**src/rtl/psc_pkg.sv**
```systemverilog
package psc_pkg;

  typedef struct packed {
    logic evt;
    logic clearState;
    logic snap;
  } pscStrobes_t;

endpackage

```
**src/rtl/psc_ctrl.sv**
```systemverilog
module psc_ctrl
  import psc_pkg::*;
#(
  parameter int NUM_TRIG = 4,
  parameter int VAL_W    = 16,
  localparam int ADDR_W  = (NUM_TRIG > 1) ? $clog2(NUM_TRIG) : 1
) (
  input  logic                      clk,
  input  logic                      rst_n,
  input  logic                      cfgWrEn,
  input  logic [ADDR_W-1:0]         cfgAddr,
  input  logic [VAL_W:0]            cfgData,
  input  logic                      evtValid,
  input  logic                      snapStrobe,
  output pscStrobes_t               strb,
  output logic [NUM_TRIG-1:0]       modeVec,
  output logic [NUM_TRIG*VAL_W-1:0] valVec
);

  // Strobes towards the datapath
  always_comb begin
    strb.evt        = evtValid;
    strb.clearState = cfgWrEn;
    strb.snap       = snapStrobe;
  end

  // Per-trigger settings registers
  for (genvar t = 0; t < NUM_TRIG; t++) begin : g_cfg
    always_ff @(posedge clk) begin
      if (!rst_n) begin
        modeVec[t]                 <= 1'b0;
        valVec[t*VAL_W +: VAL_W]   <= '0;
      end else if (cfgWrEn && cfgAddr == ADDR_W'(t)) begin
        modeVec[t]                 <= cfgData[VAL_W];
        valVec[t*VAL_W +: VAL_W]   <= cfgData[VAL_W-1:0];
      end
    end
  end

endmodule

```
**src/rtl/psc_datapath.sv**
```systemverilog
module psc_datapath
  import psc_pkg::*;
#(
  parameter int NUM_TRIG = 4,
  parameter int VAL_W    = 16,
  parameter int SCL_W    = 32
) (
  input  logic                      clk,
  input  logic                      rst_n,
  input  pscStrobes_t               strb,
  input  logic [NUM_TRIG-1:0]       modeVec,
  input  logic [NUM_TRIG*VAL_W-1:0] valVec,
  input  logic [NUM_TRIG-1:0]       passBits,
  output logic                      outValid,
  output logic [NUM_TRIG-1:0]       outBits,
  output logic                      finalAccept,
  output logic [SCL_W-1:0]          liveEnter,
  output logic [SCL_W-1:0]          livePass,
  output logic [SCL_W-1:0]          liveAccept,
  output logic [SCL_W-1:0]          snapEnter,
  output logic [SCL_W-1:0]          snapPass,
  output logic [SCL_W-1:0]          snapAccept
);

  logic [NUM_TRIG-1:0] accBits;

  // One prescaler per trigger: count state and rate timer
  for (genvar t = 0; t < NUM_TRIG; t++) begin : g_trig
    logic [VAL_W-1:0] val;
    logic [VAL_W-1:0] cnt;
    logic [VAL_W-1:0] tmr;
    logic             passing;
    logic             lastOne;
    logic             expired;

    assign val     = valVec[t*VAL_W +: VAL_W];
    assign passing = strb.evt & passBits[t];
    assign lastOne = (val <= VAL_W'(1)) || (cnt == val - VAL_W'(1));
    assign expired = (tmr == '0);
    assign accBits[t] = passing & (modeVec[t] ? expired : lastOne);

    always_ff @(posedge clk) begin
      if (!rst_n || strb.clearState) begin
        cnt <= '0;
      end else if (passing && !modeVec[t]) begin
        cnt <= lastOne ? '0 : cnt + VAL_W'(1);
      end
    end

    always_ff @(posedge clk) begin
      if (!rst_n || strb.clearState) begin
        tmr <= '0;
      end else if (accBits[t] && modeVec[t]) begin
        tmr <= val;
      end else if (!expired) begin
        tmr <= tmr - VAL_W'(1);
      end
    end
  end

  // Registered event result
  always_ff @(posedge clk) begin
    if (!rst_n) begin
      outValid    <= 1'b0;
      outBits     <= '0;
      finalAccept <= 1'b0;
    end else begin
      outValid    <= strb.evt;
      outBits     <= strb.evt ? accBits : '0;
      finalAccept <= strb.evt & (|accBits);
    end
  end

  // Event scalers, wrapping
  always_ff @(posedge clk) begin
    if (!rst_n) begin
      liveEnter  <= '0;
      livePass   <= '0;
      liveAccept <= '0;
    end else if (strb.evt) begin
      liveEnter <= liveEnter + SCL_W'(1);
      if (|passBits) livePass   <= livePass + SCL_W'(1);
      if (|accBits)  liveAccept <= liveAccept + SCL_W'(1);
    end
  end

  // Atomic snapshot for the monitoring reader
  always_ff @(posedge clk) begin
    if (!rst_n) begin
      snapEnter  <= '0;
      snapPass   <= '0;
      snapAccept <= '0;
    end else if (strb.snap) begin
      snapEnter  <= liveEnter;
      snapPass   <= livePass;
      snapAccept <= liveAccept;
    end
  end

endmodule

```
**src/rtl/trig_prescale_unit.sv**
```systemverilog
module trig_prescale_unit
  import psc_pkg::*;
#(
  parameter int NUM_TRIG = 4,
  parameter int VAL_W    = 16,
  parameter int SCL_W    = 32,
  localparam int ADDR_W  = (NUM_TRIG > 1) ? $clog2(NUM_TRIG) : 1
) (
  input  logic                clk,
  input  logic                rst_n,
  input  logic                cfgWrEn,
  input  logic [ADDR_W-1:0]   cfgAddr,
  input  logic [VAL_W:0]      cfgData,
  input  logic                evtValid,
  input  logic [NUM_TRIG-1:0] passBits,
  input  logic                snapStrobe,
  output logic                outValid,
  output logic [NUM_TRIG-1:0] outBits,
  output logic                finalAccept,
  output logic [SCL_W-1:0]    liveEnter,
  output logic [SCL_W-1:0]    livePass,
  output logic [SCL_W-1:0]    liveAccept,
  output logic [SCL_W-1:0]    snapEnter,
  output logic [SCL_W-1:0]    snapPass,
  output logic [SCL_W-1:0]    snapAccept
);

  pscStrobes_t               strb;
  logic [NUM_TRIG-1:0]       modeVec;
  logic [NUM_TRIG*VAL_W-1:0] valVec;

  psc_ctrl #(.NUM_TRIG(NUM_TRIG), .VAL_W(VAL_W)) u_ctrl (
    .clk        (clk),
    .rst_n      (rst_n),
    .cfgWrEn    (cfgWrEn),
    .cfgAddr    (cfgAddr),
    .cfgData    (cfgData),
    .evtValid   (evtValid),
    .snapStrobe (snapStrobe),
    .strb       (strb),
    .modeVec    (modeVec),
    .valVec     (valVec)
  );

  psc_datapath #(.NUM_TRIG(NUM_TRIG), .VAL_W(VAL_W), .SCL_W(SCL_W)) u_dp (
    .clk         (clk),
    .rst_n       (rst_n),
    .strb        (strb),
    .modeVec     (modeVec),
    .valVec      (valVec),
    .passBits    (passBits),
    .outValid    (outValid),
    .outBits     (outBits),
    .finalAccept (finalAccept),
    .liveEnter   (liveEnter),
    .livePass    (livePass),
    .liveAccept  (liveAccept),
    .snapEnter   (snapEnter),
    .snapPass    (snapPass),
    .snapAccept  (snapAccept)
  );

endmodule

```
**config.mk**
```make
export PLATFORM = sky130hd
export DESIGN_NAME = trig_prescale_unit
export DESIGN_NICKNAME = d
export VERILOG_FILES = /design/src/rtl/psc_pkg.sv /design/src/rtl/psc_ctrl.sv /design/src/rtl/psc_datapath.sv /design/src/rtl/trig_prescale_unit.sv
export SDC_FILE = /design/constraint.sdc
export NUM_CORES = 1
export LEC_CHECK = 0
export ABC_AREA = 1
export ABC_CLOCK_PERIOD_IN_PS = 2000
export CAP_MARGIN = 20
export CORE_ASPECT_RATIO = 1.4
export CORE_UTILIZATION = 50
export DETAILED_ROUTE_END_ITERATION = 8
export PLACE_DENSITY = 0.77
export SYNTH_ARGS = -nofsm -noshare
export SYNTH_HDL_FRONTEND = slang
export SYNTH_SLANG_ARGS = --single-unit
```
**constraint.sdc**
```tcl
create_clock -name clk -period 2 [get_ports clk]
set_input_delay 0.3 -clock clk [delete_from_list [all_inputs] [get_ports clk]]
set_output_delay 0.3 -clock clk [all_outputs]
set_load 0.01 [all_outputs]
```
# Yosys cells after proc, flatten, opt, wreduce, memory -nomap -nowiden
# Cells that the tools add are included.
# word_totals
inputBits	28
regBits	394
elab_cells	112
output_inout_bits	198
# classes
magnitude_cmp	4
bitwise_logic	9
n_addsub	15
n_eq_ne	11
reduce_logical	32
n_mux	16
# ops
op	count
16-bit 2-to-1 mux	12
16-bit by 1-bit subtractor with 16-bit output (second input constant)	8
32-bit by 1-bit adder with 32-bit output (second input constant)	3
16-bit by 1-bit adder with 16-bit output (second input constant)	4
16-bit == test	4
16-bit by 1-bit less-or-equal comparator with 1-bit output (second input constant)	4
16-bit zero test	4
1-bit logical AND	12
1-bit bitwise AND	9
2-bit != test (second input constant)	4
4-bit OR reduction	2
2-bit AND reduction	3
1-bit zero test	5
1-bit logical OR	5
2-bit == test (second input constant)	2
1-bit 2-to-1 mux	4
2-bit by 1-bit == test with 1-bit output (second input constant)	1
2-bit zero test	1

# Logic depth before layout (Yosys ltp)
# Gate-level depths: netlist of the first run.
# logic_depth
word_depth	7
ltp_mapped	20
mapped_depth_nobuf	20

# By module
# A second synthesis of the first run with hierarchy kept.
# hier_totals
hier_cells	3084
area_unflattened_um2	20921.3
# modules_own_cells
mod	seq_area_each_um2	area_per_inst_um2	cells_per_inst	n_inst
psc_datapath	6526.3	18041.1	2643	1
psc_ctrl	1361.3	2880.3	441	1

# Least setup slack after synthesis of the first run
# No wires, ideal clock.
# synth_path
kind	reg2reg
from	reg u_dp.liveEnter[0]
to	reg u_dp.liveEnter[28]
setup_slack_ns	-0.184
required_ns	1.885
synth_period_minus_slack_ns	2.184
arrival_ns	2.069
n_path_buf	0
setup_time_ns	0.115
stages_incl_launch_ff	15
cell_sequence	dfxtp_1 > ha_1 > nand3_1 > nor2_1 > nand2_1 > nor2_2 > nand3_1 > nor3_4 > nand2_1 > nor2_2 > nand4_2 > nor2_1 > nand3_1 > nand2_1 > nor2_1
# synth_via
elab_chain_cells	1
# synth_lines
item	line_no	text
from (decl)	psc_datapath.sv:17	output logic [SCL_W-1:0] liveEnter,
from (signal assigned)	psc_datapath.sv:81	liveEnter <= liveEnter + SCL_W'(1);
32-bit by 1-bit adder with 32-bit output	psc_datapath.sv:81	
# Every way passes these cells.
# A chain may end at the register's enable or synchronous reset.

# Worst setup path after layout of the first run
# layout_path
from	reg u_ctrl.valVec[49]
to	reg u_dp.liveAccept[8]
# layout_via
elab_chain_cells	7
word_cells_on_any_way	8
classes_between	add/sub: 1; order compare: 1; eq/ne: 1; mux: 1; bitwise: 1; reduce/logical: 3
# layout_lines
item	line_no	text
from (decl)	psc_ctrl.sv:17	output logic [NUM_TRIG*VAL_W-1:0] valVec
from (signal, indexed assignment)	psc_ctrl.sv:35	valVec[t*VAL_W +: VAL_W] <= cfgData[VAL_W-1:0];
16-bit by 1-bit subtractor with 16-bit output	psc_datapath.sv:38	assign lastOne = (val <= VAL_W'(1)) || (cnt == val - VAL_W'(1));
16-bit == test	psc_datapath.sv:38	
1-bit logical OR (*)	psc_datapath.sv:38	
1-bit 2-to-1 mux (*)	psc_datapath.sv:40	assign accBits[t] = passing & (modeVec[t] ? expired : lastOne);
1-bit bitwise AND (*)	psc_datapath.sv:40	
4-bit OR reduction (*)	psc_datapath.sv:83	if (|accBits) liveAccept <= liveAccept + SCL_W'(1);
2-bit AND reduction (no source line) (*)	--	
to (signal assigned)	psc_datapath.sv:83	
to (decl)	psc_datapath.sv:19	output logic [SCL_W-1:0] liveAccept,
# Mark *: on every way between the ends. The rest lies on a longest branch, timed or not.

==> results of run 1 <==
-- synth_stat cells (all sizes together) --
library cell	n
o221a	1
o22ai	7
o21ai	216
o2111ai	5
nand4	55
nor4	21
a31oi	7
and2	3
a21o	1
xnor2	52
a22oi	7
inv	290
o21bai	1
nand2	575
a21oi	241
clkinv	1
a221oi	1
o21a	10
dlygate4sd1	1
nand3b	21
xor2	119
buf	20
or4	1
nor2	496
and3	2
or2	8
o221ai	1
nor3	81
nor3b	15
dfxtp	394
ha	19
a32oi	2
a211oi	1
clkbuf	68
nand3	155
-- stage by stage --
stage	hold slack, ns	utilization	instance area [um2]
floorplan	0.435	-	20700
global placement	0.466	0.675	27200
detailed placement	0.478	0.675	27200
CTS	0.132	0.760	30600
global route	0.173	0.802	32300
finish	0.175	0.802	32300
-- timing repair --
action	4_1_cts	5_1_grt
resized for setup	337	341
pin swaps	136	184
buffers inserted	76	65
hold endpoints to repair	0	0
cloned	10	4
setup endpoints to repair	193	194
hold buffers	0	0
-- cells by family (layout without fill, tap and decap cells) --
family / Yosys count / count (layout) / share of synthesized area
fa+ha+maj: 19 / 19 / 0.0116
simple gates: 1433 / 1435 / 0.322
buf+inv: 380 / 1241 / 0.0737
flops: 394 / 394 / 0.386
xor+xnor: 171 / 171 / 0.0733
other cells: 0 / 1 / 0
compound gates: 501 / 501 / 0.134
-- power by group through the flow --
stage / sequential [mW] / clock, mW / combinational (mW)
floorplan: 9.03 / 0 / 5.58
global placement: 8.96 / 0 / 9.25
detailed placement: 8.99 / 0 / 9.56
CTS: 8.89 / 8.52 / 11.8
global route: 9.03 / 8.87 / 15.0
finish: 8.99 / 8.54 / 14.1
-- how the worst max path moves through the flow --
stage | from | to | slack (ns) | cells past startpoint
after floorplan | u_dp.liveEnter[1]$_SDFFE_PN0P_ | u_dp.liveEnter[26]$_SDFFE_PN0P_ | -0.13 | 13
after global placement | evtValid | u_dp.livePass[20]$_SDFFE_PN0P_ | -0.78 | 16
after detailed placement | evtValid | u_dp.livePass[31]$_SDFFE_PN0P_ | -0.88 | 13
after CTS | u_ctrl.valVec[18]$_SDFFE_PN0P_ | u_dp.liveAccept[10]$_SDFFE_PN0P_ | -0.34 | 18
after global routing | u_ctrl.valVec[48]$_SDFFE_PN0P_ | u_dp.liveAccept[1]$_SDFFE_PN0P_ | -0.56 | 22
final | u_ctrl.valVec[49]$_SDFFE_PN0P_ | u_dp.liveAccept[8]$_SDFFE_PN0P_ | -0.39 | 18
-- registers in the layout, indices dropped and copies added, names as in the netlist, 4 cells and up --
register / count
u_ctrl.valVec: 64
u_dp.g_trig.cnt: 64
u_dp.g_trig.tmr: 64
u_dp.liveAccept: 32
u_dp.liveEnter: 32
u_dp.livePass: 32
u_dp.snapAccept: 32
u_dp.snapEnter: 32
u_dp.snapPass: 32
u_ctrl.modeVec: 4
u_dp.outBits: 4
-- area by class of cell --
| class | instances | share of cell area |
|---|---|---|
| Sequential cell | 394 | 0.247 |
| Antenna cell | 1 | 0.0000775 |
| Clock buffer | 56 | 0.0357 |
| Inverter | 291 | 0.0349 |
| Clock inverter | 19 | 0.0100 |
| Multi-Input combinational cell | 2126 | 0.412 |
| Timing Repair Buffer | 875 | 0.240 |
| Tap cell | 534 | 0.0207 |
-- worst max-delay path, stage by stage (launching register included) --
cell and delay (ns):
dfxtp_2 0.35, inv_4 0.05, ha_4 0.23, xnor2_2 0.12, nor2_1 0.13, nand2_1 0.08, nor2_2 0.12, nand2_1 0.05
nor2_1 0.12, nand2_1 0.06, nor2_1 0.13, nand2_2 0.10, nand3_2 0.09, nand2_4 0.07, nand4_4 0.16, buf_12 0.14
clkbuf_16 0.15, nand2_4 0.05, a21oi_2 0.13
-- per-layer routing --
layer / track usage / up-vias / share of wire
met5: 0 / - / 0.00016
met4: 0.202 / 2 / 0.064
met3: 0.0646 / 370 / 0.072
met2: 0.663 / 1119 / 0.51
met1: 0.364 / 11300 / 0.35
li1: - / 11100 / -
==> out/qor.csv, run 1 <==
metric;value;unit
status;finished with violations;
failing checks;negative setup slack;
multi-input logic area;13300;um2
Cells after Synth;2898;
io pins;226;
Die Width;173;um
CP Launch Type;flop;
worst r2r path cells;18;
top cells by area, synth;dfxtp_1 (39%), nand2_1 (10%), nor2_1 (8.3%);
# fillers;2526;
reg-to-reg endpoint;u_dp.liveAccept[8]$_SDFFE_PN0P_;
Crit Path Category;reg -> reg;
clock-pin slew on the worst setup and hold paths;0.07;ns
combinational fraction of design power;0.446;
syn nets;2945;
number of synthesized register bits;394;
core area;40300;um2
effective utilization at floorplan;0.507;
HP Start;snapStrobe;
# rows;87;
Hold Path Cell Cnt;2;
CTS max path bufs;3;
switching power;11.3;mW
Synth warnings;0;
grt ovf;0;
global-route wire length before repair;118;mm
routed length per instance;18.7;um
Worst Tran Pin Value;0.663;ns
full die area;41700;um2
Via Count;23900;
Tcrit/Tclk final;1.20;
CP Data Arrival Time;2.89;ns
die span in y;241;um
DP Worst Slack;-0.885;ns
H-Tree Depth;2;
Clock power frac;0.270;
initial antenna violation count;1;
largest net degree at the start of global routing;123;
Worst-Skew Late Latency;0.58;ns
Critical Path End Type;flop;
WP data required;2.50;ns
post-route setup slack;-0.393;ns
Final nets;3776;
IO Port Bufs;225;
Synth top area share;0.386;
Crit Path Max Fanout;4;
post-route insts no fill;4296;
pwr dens;980;nW/um2
HPWL Detailed;52.9;mm
final antenna-violating net count;0;
Highest Clock Rate;0.418;GHz
GRT Util Overall;0.351;
Mapped Area;20400;um2
final hold viol count;0;
worst hold path class;in -> reg;
share of cells above drive strength 1;0.359;
Seq pwr share;0.284;
DRC viols;0;
TritonCTS Sinks;394;
storage element area;7980;um2
flop2flop setup slack;-0.39;ns
vias in the first global route;23500;
count of pins over their slew limit;0;
root buf cell;clkbuf_16;
worst vdd ir;0.731;mV
Max-Cap Viols;0;
Distinct cells, synth;53;
detailed-route vias per instance;5.55;
commonest cells after routing, fill and taps aside;buf_4 (570), nand2_1 (430), dfxtp_1 (347);
Min-Delay Endpoint;u_dp.snapPass[28]$_SDFFE_PN0P_;
post-synthesis sequential area ratio;0.386;
Sw Ratio;0.356;
commonest non-fill, non-tap cell in the layout;buf_4;
post-placement cell count;4085;
Lkg Pwr;13.9;nW
TritonRoute pass-1 iters;6;
Internal Power;20.4;mW
r2r startpoint;u_ctrl.valVec[49]$_SDFFE_PN0P_;
Final Skew;0.0338;ns
TNS Setup;-33.29;ns
Slew headroom;0.558;
average cell area after synthesis;7.05;um2
CTS tree;yes;
fin crit period;2.39;ns
DRT iter0 DRCs;1621;
GP Congestion;0.984;
total power draw;31.6;mW
CTS Buf Count;41;
Area Overhead vs Synth;58.1;%
biggest area consumer among synthesized cells;dfxtp_1;
RSZ-0062 raised after global routing;true;
drt total wl;80.4;mm
final setup fails;171;
Power figures use the tool's default switching activity.
==> inputs of run 2 (changes only) <==
- TNS_END_PERCENT: default -> 1
==> run 2 against run 1 <==
  * The run still ends with negative setup slack left
  * Non-clock buffer count fell by 150
  * Worst setup slack worse by 0.0059 ns
  * Register-to-register slack hardly changed
  * Clock power down 7.3%
  * Count of clock-buffer cells in the layout stayed put
  * Core utilization down 8.4 points
  * Sequential share of layout area is 2.7 points higher
  * Global-route usage down 2.8 points
  * Cell count is 3.6% lower
  * Critical endpoint is now u_dp.liveAccept[18]$_SDFFE_PN0P_
  * Highest routed layer is now met4
==> out/qor.csv, run 2 (synthesized netlist as in run 1, its figures left out) <==
metric;value;unit
status;finished with violations;
failing checks;negative setup slack;
Internal Power;17.9;mW
vias in the first global route;22100;
worst vdd ir;0.775;mV
flop2flop setup slack;-0.40;ns
io pins;226;
Via Count;22400;
Critical Path End Type;flop;
switching power;9.42;mW
detailed-route vias per instance;5.41;
CTS max path bufs;3;
CP Data Arrival Time;2.89;ns
final antenna-violating net count;0;
CTS tree;yes;
Max-Cap Viols;0;
share of cells above drive strength 1;0.242;
TritonRoute pass-1 iters;6;
Lkg Pwr;12.2;nW
die span in y;241;um
GP Congestion;0.991;
Final Skew;0.0237;ns
# rows;87;
GRT Util Overall;0.323;
Die Width;173;um
Crit Path Max Fanout;9;
DRC viols;0;
pwr dens;944;nW/um2
post-route insts no fill;4142;
routed length per instance;16.9;um
TritonCTS Sinks;394;
Worst-Skew Late Latency;0.56;ns
final setup fails;164;
commonest non-fill, non-tap cell in the layout;nand2_1;
grt ovf;0;
count of pins over their slew limit;0;
TNS Setup;-29.59;ns
full die area;41700;um2
Tcrit/Tclk final;1.20;
Area Overhead vs Synth;41.5;%
DP Worst Slack;-0.736;ns
Critical Path End;u_dp.liveAccept[18]$_SDFFE_PN0P_;
crit path launch;u_ctrl.valVec[8]$_SDFFE_PN0P_;
worst r2r path cells;15;
Highest Clock Rate;0.417;GHz
Worst Tran Pin Value;0.635;ns
r2r startpoint;u_ctrl.valVec[8]$_SDFFE_PN0P_;
core area;40300;um2
Clock power frac;0.290;
Crit Path Category;reg -> reg;
final hold viol count;0;
CP Launch Type;flop;
DRT iter0 DRCs;1513;
global-route wire length before repair;109;mm
commonest cells after routing, fill and taps aside;nand2_1 (528), buf_4 (483), nor2_1 (418);
effective utilization at floorplan;0.507;
Slew headroom;0.577;
largest net degree at the start of global routing;79;
HPWL Detailed;51.9;mm
Sw Ratio;0.345;
Seq pwr share;0.325;
CTS Buf Count;41;
fin crit period;2.40;ns
WP data required;2.49;ns
IO Port Bufs;225;
drt total wl;70.1;mm
clock-pin slew on the worst setup and hold paths;0.06;ns
# fillers;3100;
RSZ-0062 raised after global routing;true;
Final nets;3624;
post-placement cell count;4056;
worst hold path class;in -> reg;
Top Registers;u_ctrl.valVec (64), u_dp.g_trig.cnt (64), u_dp.g_trig.tmr (64);
post-route setup slack;-0.399;ns
root buf cell;clkbuf_16;
Hold Path Cell Cnt;2;
initial antenna violation count;0;
combinational fraction of design power;0.385;
H-Tree Depth;2;
cts-stage hold buffer count;0;
reg-to-reg endpoint;u_dp.liveAccept[18]$_SDFFE_PN0P_;
[run 2: changes by cell type in the layout (fill, tap and decap cells not counted), moves of 30 or more]
cell | before | now
nor2_1 | 342 | 418
nand2_1 | 430 | 528
buf_4 | 570 | 483
nand2_4 | 56 | 15
nor2_2 | 80 | 47
nand2_2 | 86 | 32
nor2_4 | 74 | 30
buf_6 | 53 | 7
dfxtp_1 | 347 | 377
[run 2: critical path, stage by stage, from the launching register on]
cell	delay, ns
dfxtp_1	0.39
nor2_1	0.22
nand2_1	0.10
nor2_1	0.17
nand3b_1	0.16
nand2_1	0.14
nand4_1	0.11
nor2_1	0.16
nand2_2	0.12
nand3_2	0.10
nand2_4	0.09
nand4_4	0.11
buf_12	0.15
buf_12	0.11
nand2_1	0.06
a21oi_2	0.13
[run 2: layer usage]
layer  routed length, um  global-route usage
met5                   0                   0
met4                3820               0.167
met2               35500               0.605
met1               26100               0.346
met3                4700              0.0583
[run 2: through the flow]
step / cell area [um2] / power [mW] / util / hold slack [ns]
floorplan: 20500 / 14.3 / - / 0.435
global placement: 26700 / 17.9 / 0.664 / 0.474
detailed placement: 26700 / 18.3 / 0.664 / 0.471
CTS: 28500 / 26.7 / 0.708 / 0.118
global route: 28900 / 28.7 / 0.718 / 0.150
finish: 28900 / 27.3 / 0.718 / 0.140
[run 2: how the worst min path moves through the flow]
stage	start	endpoint
finish	snapStrobe	u_dp.snapEnter[3]$_SDFFE_PN0P_
global route	snapStrobe	u_dp.snapEnter[3]$_SDFFE_PN0P_
CTS	snapStrobe	u_dp.snapEnter[3]$_SDFFE_PN0P_
detailed placement	u_dp.livePass[19]$_SDFFE_PN0P_	u_dp.snapPass[19]$_SDFFE_PN0P_
global placement	u_dp.livePass[19]$_SDFFE_PN0P_	u_dp.snapPass[19]$_SDFFE_PN0P_
floorplan	cfgData[8]	u_ctrl.valVec[24]$_SDFFE_PN0P_
[run 2: what timing repair did]
action,in CTS,in global routing
cloned,1,0
gates resized for setup,103,76
buffers inserted,0,11
setup endpoints to repair,176,193
pin swaps,23,23
hold endpoints to repair,0,0
[run 2: power by group through the flow]
stage | combinational (mW) | clock [mW] | sequential, mW
finish | 10.5 | 7.92 | 8.86
global route | 11.5 | 8.29 | 8.91
CTS | 9.83 | 8.00 | 8.83
global placement | 8.97 | 0 | 8.96
floorplan | 5.31 | 0 | 9.02
detailed placement | 9.27 | 0 | 8.98
[run 2: layout make-up]
type / instances / area, um2 / share of cell area
Tap cell: 534 / 668 / 0.0231
Antenna cell: 1 / 2.50 / 0.0000865
Multi-Input combinational cell: 2124 / 11700 / 0.404
Sequential cell: 394 / 7910 / 0.274
Inverter: 291 / 1090 / 0.0378
Clock inverter: 17 / 190 / 0.00658
Clock buffer: 56 / 1190 / 0.0413
Timing Repair Buffer: 725 / 6180 / 0.214
